===== src/rtl/mac_pkg.sv =====
package mac_pkg;

    localparam int unsigned MAC_OP_W  = 16;
    localparam int unsigned MAC_EXT_W = 4;

    typedef enum logic {
        MODE_SS = 1'b0,
        MODE_SU = 1'b1
    } mac_mode_e;

endpackage


===== src/rtl/mac_opnd_ext.sv =====
module mac_opnd_ext #(
    parameter int unsigned W = 16
) (
    input  logic               as_unsigned,
    input  logic [W-1:0]       raw,
    output logic signed [W:0]  widened
);
    // One extra bit lets a single signed multiplier cover both readings.
    always_comb begin
        if (as_unsigned) widened = {1'b0, raw};
        else             widened = {raw[W-1], raw};
    end
endmodule


===== src/rtl/mac_frac_mul.sv =====
module mac_frac_mul #(
    parameter int unsigned W     = 16,
    parameter int unsigned ACC_W = 36
) (
    input  logic signed [W:0]   fa,
    input  logic signed [W:0]   fb,
    output logic [ACC_W-1:0]    aligned
);
    localparam int unsigned PW = 2 * W + 2;
    localparam int SX = int'(ACC_W) - int'(2 * W) - 2;

    logic signed [PW-1:0] prod;

    assign prod = fa * fb;

    // Meaningful product lies in bits 2W..0; shift one left and extend.
    generate
        if (SX > 0) begin : g_extend
            assign aligned = {{SX{prod[PW-1]}}, prod[2*W:0], 1'b0};
        end else begin : g_trim
            logic unused_hi;
            assign unused_hi = prod[PW-1];
            assign aligned   = {prod[ACC_W-2:0], 1'b0};
        end
    endgenerate
endmodule


===== src/rtl/mac_acc_add.sv =====
module mac_acc_add #(
    parameter int unsigned ACC_W = 36
) (
    input  logic [ACC_W-1:0] cur,
    input  logic [ACC_W-1:0] addend,
    output logic [ACC_W-1:0] sum
);
    // Plain modular sum: carry out of the top bit is discarded.
    assign sum = cur + addend;
endmodule


===== src/rtl/mac_mixed_unit.sv =====
module mac_mixed_unit #(
    parameter int unsigned OP_W  = mac_pkg::MAC_OP_W,
    parameter int unsigned EXT_W = mac_pkg::MAC_EXT_W
) (
    input  logic                        clk,
    input  logic                        rst,
    input  logic                        en,
    input  logic                        mode,
    input  logic                        load,
    input  logic [EXT_W+2*OP_W-1:0]     load_val,
    input  logic [OP_W-1:0]             op_a,
    input  logic [OP_W-1:0]             op_b,
    output logic [EXT_W-1:0]            acc_ext,
    output logic [OP_W-1:0]             acc_hi,
    output logic [OP_W-1:0]             acc_lo
);
    import mac_pkg::*;

    localparam int unsigned ACC_W = EXT_W + 2 * OP_W;

    typedef struct packed {
        logic [ACC_W-1:0] acc;
    } mac_state_t;

    mac_state_t st_d, st_q;

    logic signed [OP_W:0] a_wide, b_wide;
    logic [ACC_W-1:0]     prod_aligned;
    logic [ACC_W-1:0]     acc_sum;
    logic                 b_unsigned;

    assign b_unsigned = (mac_mode_e'(mode) == MODE_SU);

    mac_opnd_ext #(.W(OP_W)) u_ext_a (
        .as_unsigned (1'b0),
        .raw         (op_a),
        .widened     (a_wide)
    );

    mac_opnd_ext #(.W(OP_W)) u_ext_b (
        .as_unsigned (b_unsigned),
        .raw         (op_b),
        .widened     (b_wide)
    );

    mac_frac_mul #(.W(OP_W), .ACC_W(ACC_W)) u_mul (
        .fa      (a_wide),
        .fb      (b_wide),
        .aligned (prod_aligned)
    );

    mac_acc_add #(.ACC_W(ACC_W)) u_add (
        .cur    (st_q.acc),
        .addend (prod_aligned),
        .sum    (acc_sum)
    );

    always_comb begin
        st_d = st_q;
        if (load)    st_d.acc = load_val;
        else if (en) st_d.acc = acc_sum;
    end

    always_ff @(posedge clk) begin
        if (rst) st_q <= '0;
        else     st_q <= st_d;
    end

    assign acc_ext = st_q.acc[ACC_W-1 -: EXT_W];
    assign acc_hi  = st_q.acc[2*OP_W-1 -: OP_W];
    assign acc_lo  = st_q.acc[OP_W-1:0];
endmodule


===== config.mk =====
export PLATFORM = sky130hd
export DESIGN_NAME = mac_mixed_unit
export DESIGN_NICKNAME = d
export VERILOG_FILES = /design/src/rtl/mac_pkg.sv /design/src/rtl/mac_opnd_ext.sv /design/src/rtl/mac_frac_mul.sv /design/src/rtl/mac_acc_add.sv /design/src/rtl/mac_mixed_unit.sv
export SDC_FILE = /design/constraint.sdc
export NUM_CORES = 1
export LEC_CHECK = 0
export ABC_CLOCK_PERIOD_IN_PS = 11100
export BUFFER_PORTS_ARGS = -buffer_cell sky130_fd_sc_hd__buf_4
export CAP_MARGIN = 10
export CORE_ASPECT_RATIO = 1.1
export CORE_MARGIN = 2
export CORE_UTILIZATION = 40
export CTS_CLUSTER_DIAMETER = 30
export DETAILED_ROUTE_END_ITERATION = 10
export SYNTH_ARGS = -nofsm -noshare
export SYNTH_HDL_FRONTEND = slang
export SYNTH_HIERARCHICAL = 1
export SYNTH_SLANG_ARGS = --single-unit

===== constraint.sdc =====
create_clock -name clk -period 11.1 [get_ports clk]
set_input_delay 1.11 -clock clk [delete_from_list [all_inputs] [get_ports clk]]
set_output_delay 1.11 -clock clk [all_outputs]
set_load 0.01 [all_outputs]

-- Word-level counts from Yosys, hierarchy flattened
Cells that the tools add are included.
- $add $sub $neg: 1
- multipliers: 1
- multiplexer cells: 3
- reductions and logical operators: 1
- operators with widths (kind ; count):
    $mux 36 ; 2
    $add 36x36->36 ; 1
    $mul 16x17->33 ; 1
    $mux 17 ; 1
    $reduce_bool 2->1 ; 1
- register bits after elaboration: 36
- input port bits: 73
- output and inout bits: 36

-- Logic depth before layout (Yosys ltp)
- depth after elaboration: 5
- gate-level depth with buffers: 36
- gate-level depth less buffers: 33

-- Hierarchy
The synthesis kept the hierarchy.
- modules (own cells, without submodules) (module ; instances ; cells an instance ; area each (µm²) ; sequential area each (µm²)):
    mac_frac_mul ; 1 ; 1176 ; 10840.4 ; 0.0
    mac_acc_add ; 1 ; 267 ; 1924.3 ; 0.0
    mac_mixed_unit ; 1 ; 161 ; 1715.4 ; 720.7
    mac_opnd_ext ; 2 ; 17 ; 133.9 ; 0.0

-- Worst setup path before layout
No wires, ideal clock.
- path type: input-to-reg
- start point: in op_b[8]
- end point: reg st_q[35] (netlist name)
- arrival: 8.260 ns
- data required time: 10.969 ns
- setup slack: 2.709 ns
- stages on the path: 32
- cell sequence: buf_4 clkbuf_1 clkbuf_1 nand2_1 fa_1 inv_1 fa_1 inv_1 fa_1 inv_1 fa_1 fa_1 inv_1 fa_1 inv_1 ha_1 a21oi_1 o221ai_1 o21a_2 a21bo_1 a211o_1 xor2_1 ha_1 o21ai_0 nand2b_1 a21o_1 a21oi_1 a21oi_1 or4b_1 and3_1 mux2i_1 a211oi_1
- cells in the longest elaborated chain, start to end: 5
- ends and longest elaborated chain (item ; line ; text):
    from (decl) ; mac_mixed_unit.sv:12 ; input logic [OP_W-1:0] op_b,
    $mux 17 ; mac_opnd_ext.sv:10 ; if (as_unsigned) widened = {1'b0, raw};
    $mul 16x17->33 ; mac_frac_mul.sv:14 ; assign prod = fa * fb;
    net prod_aligned[27] ; mac_mixed_unit.sv:28 ; logic [ACC_W-1:0] prod_aligned;
    $add 36x36->36 ; mac_acc_add.sv:9 ; assign sum = cur + addend;
    net acc_sum[35] ; mac_mixed_unit.sv:29 ; logic [ACC_W-1:0] acc_sum;
    $mux 36 ; mac_mixed_unit.sv:61 ; else if (en) st_d.acc = acc_sum;
    $mux 36 ; mac_mixed_unit.sv:60 ; if (load) st_d.acc = load_val;
    to (signal assigned) ; mac_mixed_unit.sv:66 ; else st_q <= st_d;
    to (decl) ; mac_mixed_unit.sv:25 ; mac_state_t st_d, st_q;
The timed path passes the listed nets, and every way through them passes these cells. The select of a mux whose other input is x is not followed.
A chain may end at the register's enable or synchronous reset.

-- Final worst setup path
- start point: in op_b[15]
- end point: reg st_q[34] (netlist name)
- cells in the longest elaborated chain, start to end: 5
- ends and longest elaborated chain (item ; line ; text):
    $mux 17 ; mac_opnd_ext.sv:10 ;
    net b_wide[16] ; mac_mixed_unit.sv:27 ; logic signed [OP_W:0] a_wide, b_wide;
    $mul 16x17->33 ; mac_frac_mul.sv:14 ;
    net prod_aligned[25] ; mac_mixed_unit.sv:28 ;
    $add 36x36->36 ; mac_acc_add.sv:9 ;
    net acc_sum[34] ; mac_mixed_unit.sv:29 ;
    $mux 36 ; mac_mixed_unit.sv:61 ;
    $mux 36 ; mac_mixed_unit.sv:60 ;
The timed path passes the listed nets, and every way through them passes these cells. The select of a mux whose other input is x is not followed.

==> reports/qor.txt <==
Status = complete, no violations
Worst skew pair latency = 290 ps
Total grt overflow = 0
Footprint of the multi-input gates = 12300 µm²
WP depth = 31
Final min period = 8820 ps
Crit-path leading delay family = adder cells
Register area = 721 µm²
Post-layout net count = 2152
Crit start category = primary input
Post-CTS Setup Inserts = 0
CTS Buffer Depth = 2
Commonest non-fill, non-tap cell in the layout = inv_1
Vias/cell = 5.10
First-pass GRT wire length = 60300 µm
Initial Util = 40.7%
Largest net degree at the start of global routing = 38
Die height = 205 µm
Die width = 187 µm
Routed WL per cell = 16.6 µm
CTS buffer count = 5
Mapped Avg Cell Area = 9.00 µm²
Hold crit path type = register to register
R2r endpoint = st_q[26]$_SDFFE_PP0P_
Reg2Reg Launch Point = st_q[1]$_SDFFE_PP0P_
Slew Limit Headroom = 49.4%
Filler Cell Count = 3647
Worst-Margin Slew = 758 ps
Critical Path RT = 11300 ps
Fin. Hold Viols = 0
Die area = 38400 µm²
Area grow syn2layout = 7.14%
Max Fclk = 113 MHz
Hold path cells = 2
Routed vias = 11000
Cts hold-fix bufs = 0
Dpl hpwl = 30000 µm
Cells after synthesis = 1638
Tot GR Track Use = 19.4%
Post-synthesis sequential area ratio = 4.89%
Std cell rows = 73
Number of synthesized flops with an enable pin = 0
WP buf/inv = 4
IO Port Bufs = 108
Critical path origin = op_b[15]
Most flops, register = st_q
Worst path most repeated cell = fa_1
Vias in the first global route = 11900
CP max FO = 18
FF-to-FF path depth = 11
Clock sink total = 36
Number of flip-flops in the largest register = 36
Async SR Flop Fraction = 0%
CTS tree = built
Routed Antenna Nets = 0
Setup TNS = 0 ps
Synthesized area = 14700 µm²
Maxcap violations = 0
# DRC = 0
Max Slew Vio Count = 0
Mapped Nets = 2128
FF+latch count, synth = 36
Worst Setup EP = st_q[34]$_SDFFE_PP0P_
Pre-antenna DRT Iters = 5
Initial antenna violation count = 0
Antenna Diode Count = 0
Root Buffer = clkbuf_16
Critical-path top delay cell = fa_1
Fraction of layout cells with a size suffix above 1 = 8.78%
Largest stage delay on the critical path = 510 ps
Biggest regs = st_q (36)
Most frequent cells in the layout = inv_1, fa_1, nand2_1
Routability congestion estimate = 0.820
Core area = 36300 µm²
Synth Flop Type = dfxtp_1
Type of the worst setup path = primary input to register
Synth warn = 6
Final setup vio count = 0
Num ports = 109
Post-CTS sizing = 0
Reg clk slew, reported paths = 60 ps
Drt initial violations = 460
Arrival @ worst endpoint = 9020 ps
H-tree depth = 2
Unique masters post-synth = 71
RSZ-0062 raised after global routing = false
WL final = 35700 µm
Flop-to-flop setup slack = 7860 ps
Crit end category = register
Worst clock skew = 9.00 ps
Fin crit share = 79.5%
## kinds of logic after synthesis
family / Yosys count / share of synthesized area, %
other: 2 / 0.0509
AND/OR/NAND/NOR: 467 / 16.3
adder cells (fa/ha/maj): 417 / 50.5
multiplexers: 36 / 2.44
buffers and inverters: 397 / 11.4
XOR/XNOR: 68 / 4.04
flip-flops: 36 / 4.89
AO/OA/AOI/OAI: 215 / 10.3
## through the flow
stage	cells	hold WS (ps)	worst slack, ps	area [µm²]	util, %
2_1_floorplan	1638	581	2710	14700	-
3_3_place_gp	2142	573	2150	15600	43.1
3_5_place_dp	2142	575	2030	15600	43.1
4_1_cts	2150	587	2300	15800	43.6
5_1_grt	2150	619	1780	15800	43.6
6_report	2150	585	2280	15800	43.6
## worst register-to-register path: cells and delay by family (launching register included)
family	cells	cell delay [ps]
compound gates	7	1810
xor+xnor	1	180
fa+ha+maj	1	480
simple gates	1	220
mux	1	120
flops	1	350
## area by class of cell
class                   count  share of cell area (%)
clock buffers               5                   0.792
clock inverters             3                   0.293
inverters                 306                    7.27
multi-input cells        1205                    78.1
flip-flops and latches     36                    4.56
well taps                 487                    3.86
repair buffers            108                    5.13
## Yosys cell counts, drive strengths merged (2+ instances only)
cell,number,area (µm²)
inv,306,1150
fa,297,5950
nand2,165,619
and2,153,961
ha,120,1500
a21oi,58,302
buf,46,370
nor2b,46,310
clkbuf,45,169
nor2,44,165
xnor2,43,377
a211oi,42,335
dfxtp,36,721
mux2i,36,360
o21ai,30,154
a21o,29,220
xor2,25,219
nand3,16,80.1
nand2b,11,71.3
o21a,11,83.8
nor3,10,50.1
and3,7,45.1
o21bai,6,45.0
a311oi,5,73.8
a31oi,5,31.3
nand4,5,31.3
o211ai,5,52.6
a211o,4,36.3
o31ai,3,22.5
and4,2,17.5
conb,2,7.51
nand3b,2,15.0
o211a,2,20.0
o311a,2,20.0
o31a,2,17.5
or3,2,12.5
## per-layer routing
| metal | share of wire, % | wire length, µm | track usage [%] |
|---|---|---|---|
| met4 | 1.6 | 565 | 3.63 |
| met5 | 0 | 0 | 0 |
| met2 | 54 | 19100 | 36.4 |
| met1 | 42 | 15100 | 24.5 |
| met3 | 2.6 | 940 | 1.36 |
## worst min-delay path by stage
stage	from	endpoint
finish	st_q[0]$_SDFFE_PP0P_	st_q[0]$_SDFFE_PP0P_
CTS	st_q[0]$_SDFFE_PP0P_	st_q[0]$_SDFFE_PP0P_
floorplan	st_q[0]$_SDFFE_PP0P_	st_q[0]$_SDFFE_PP0P_
detailed placement	st_q[0]$_SDFFE_PP0P_	st_q[0]$_SDFFE_PP0P_
global route	st_q[0]$_SDFFE_PP0P_	st_q[0]$_SDFFE_PP0P_
global placement	st_q[34]$_SDFFE_PP0P_	st_q[34]$_SDFFE_PP0P_
Power is not shown: default switching activity piles up to over one toggle a cycle in this logic, so the estimate is an artifact.
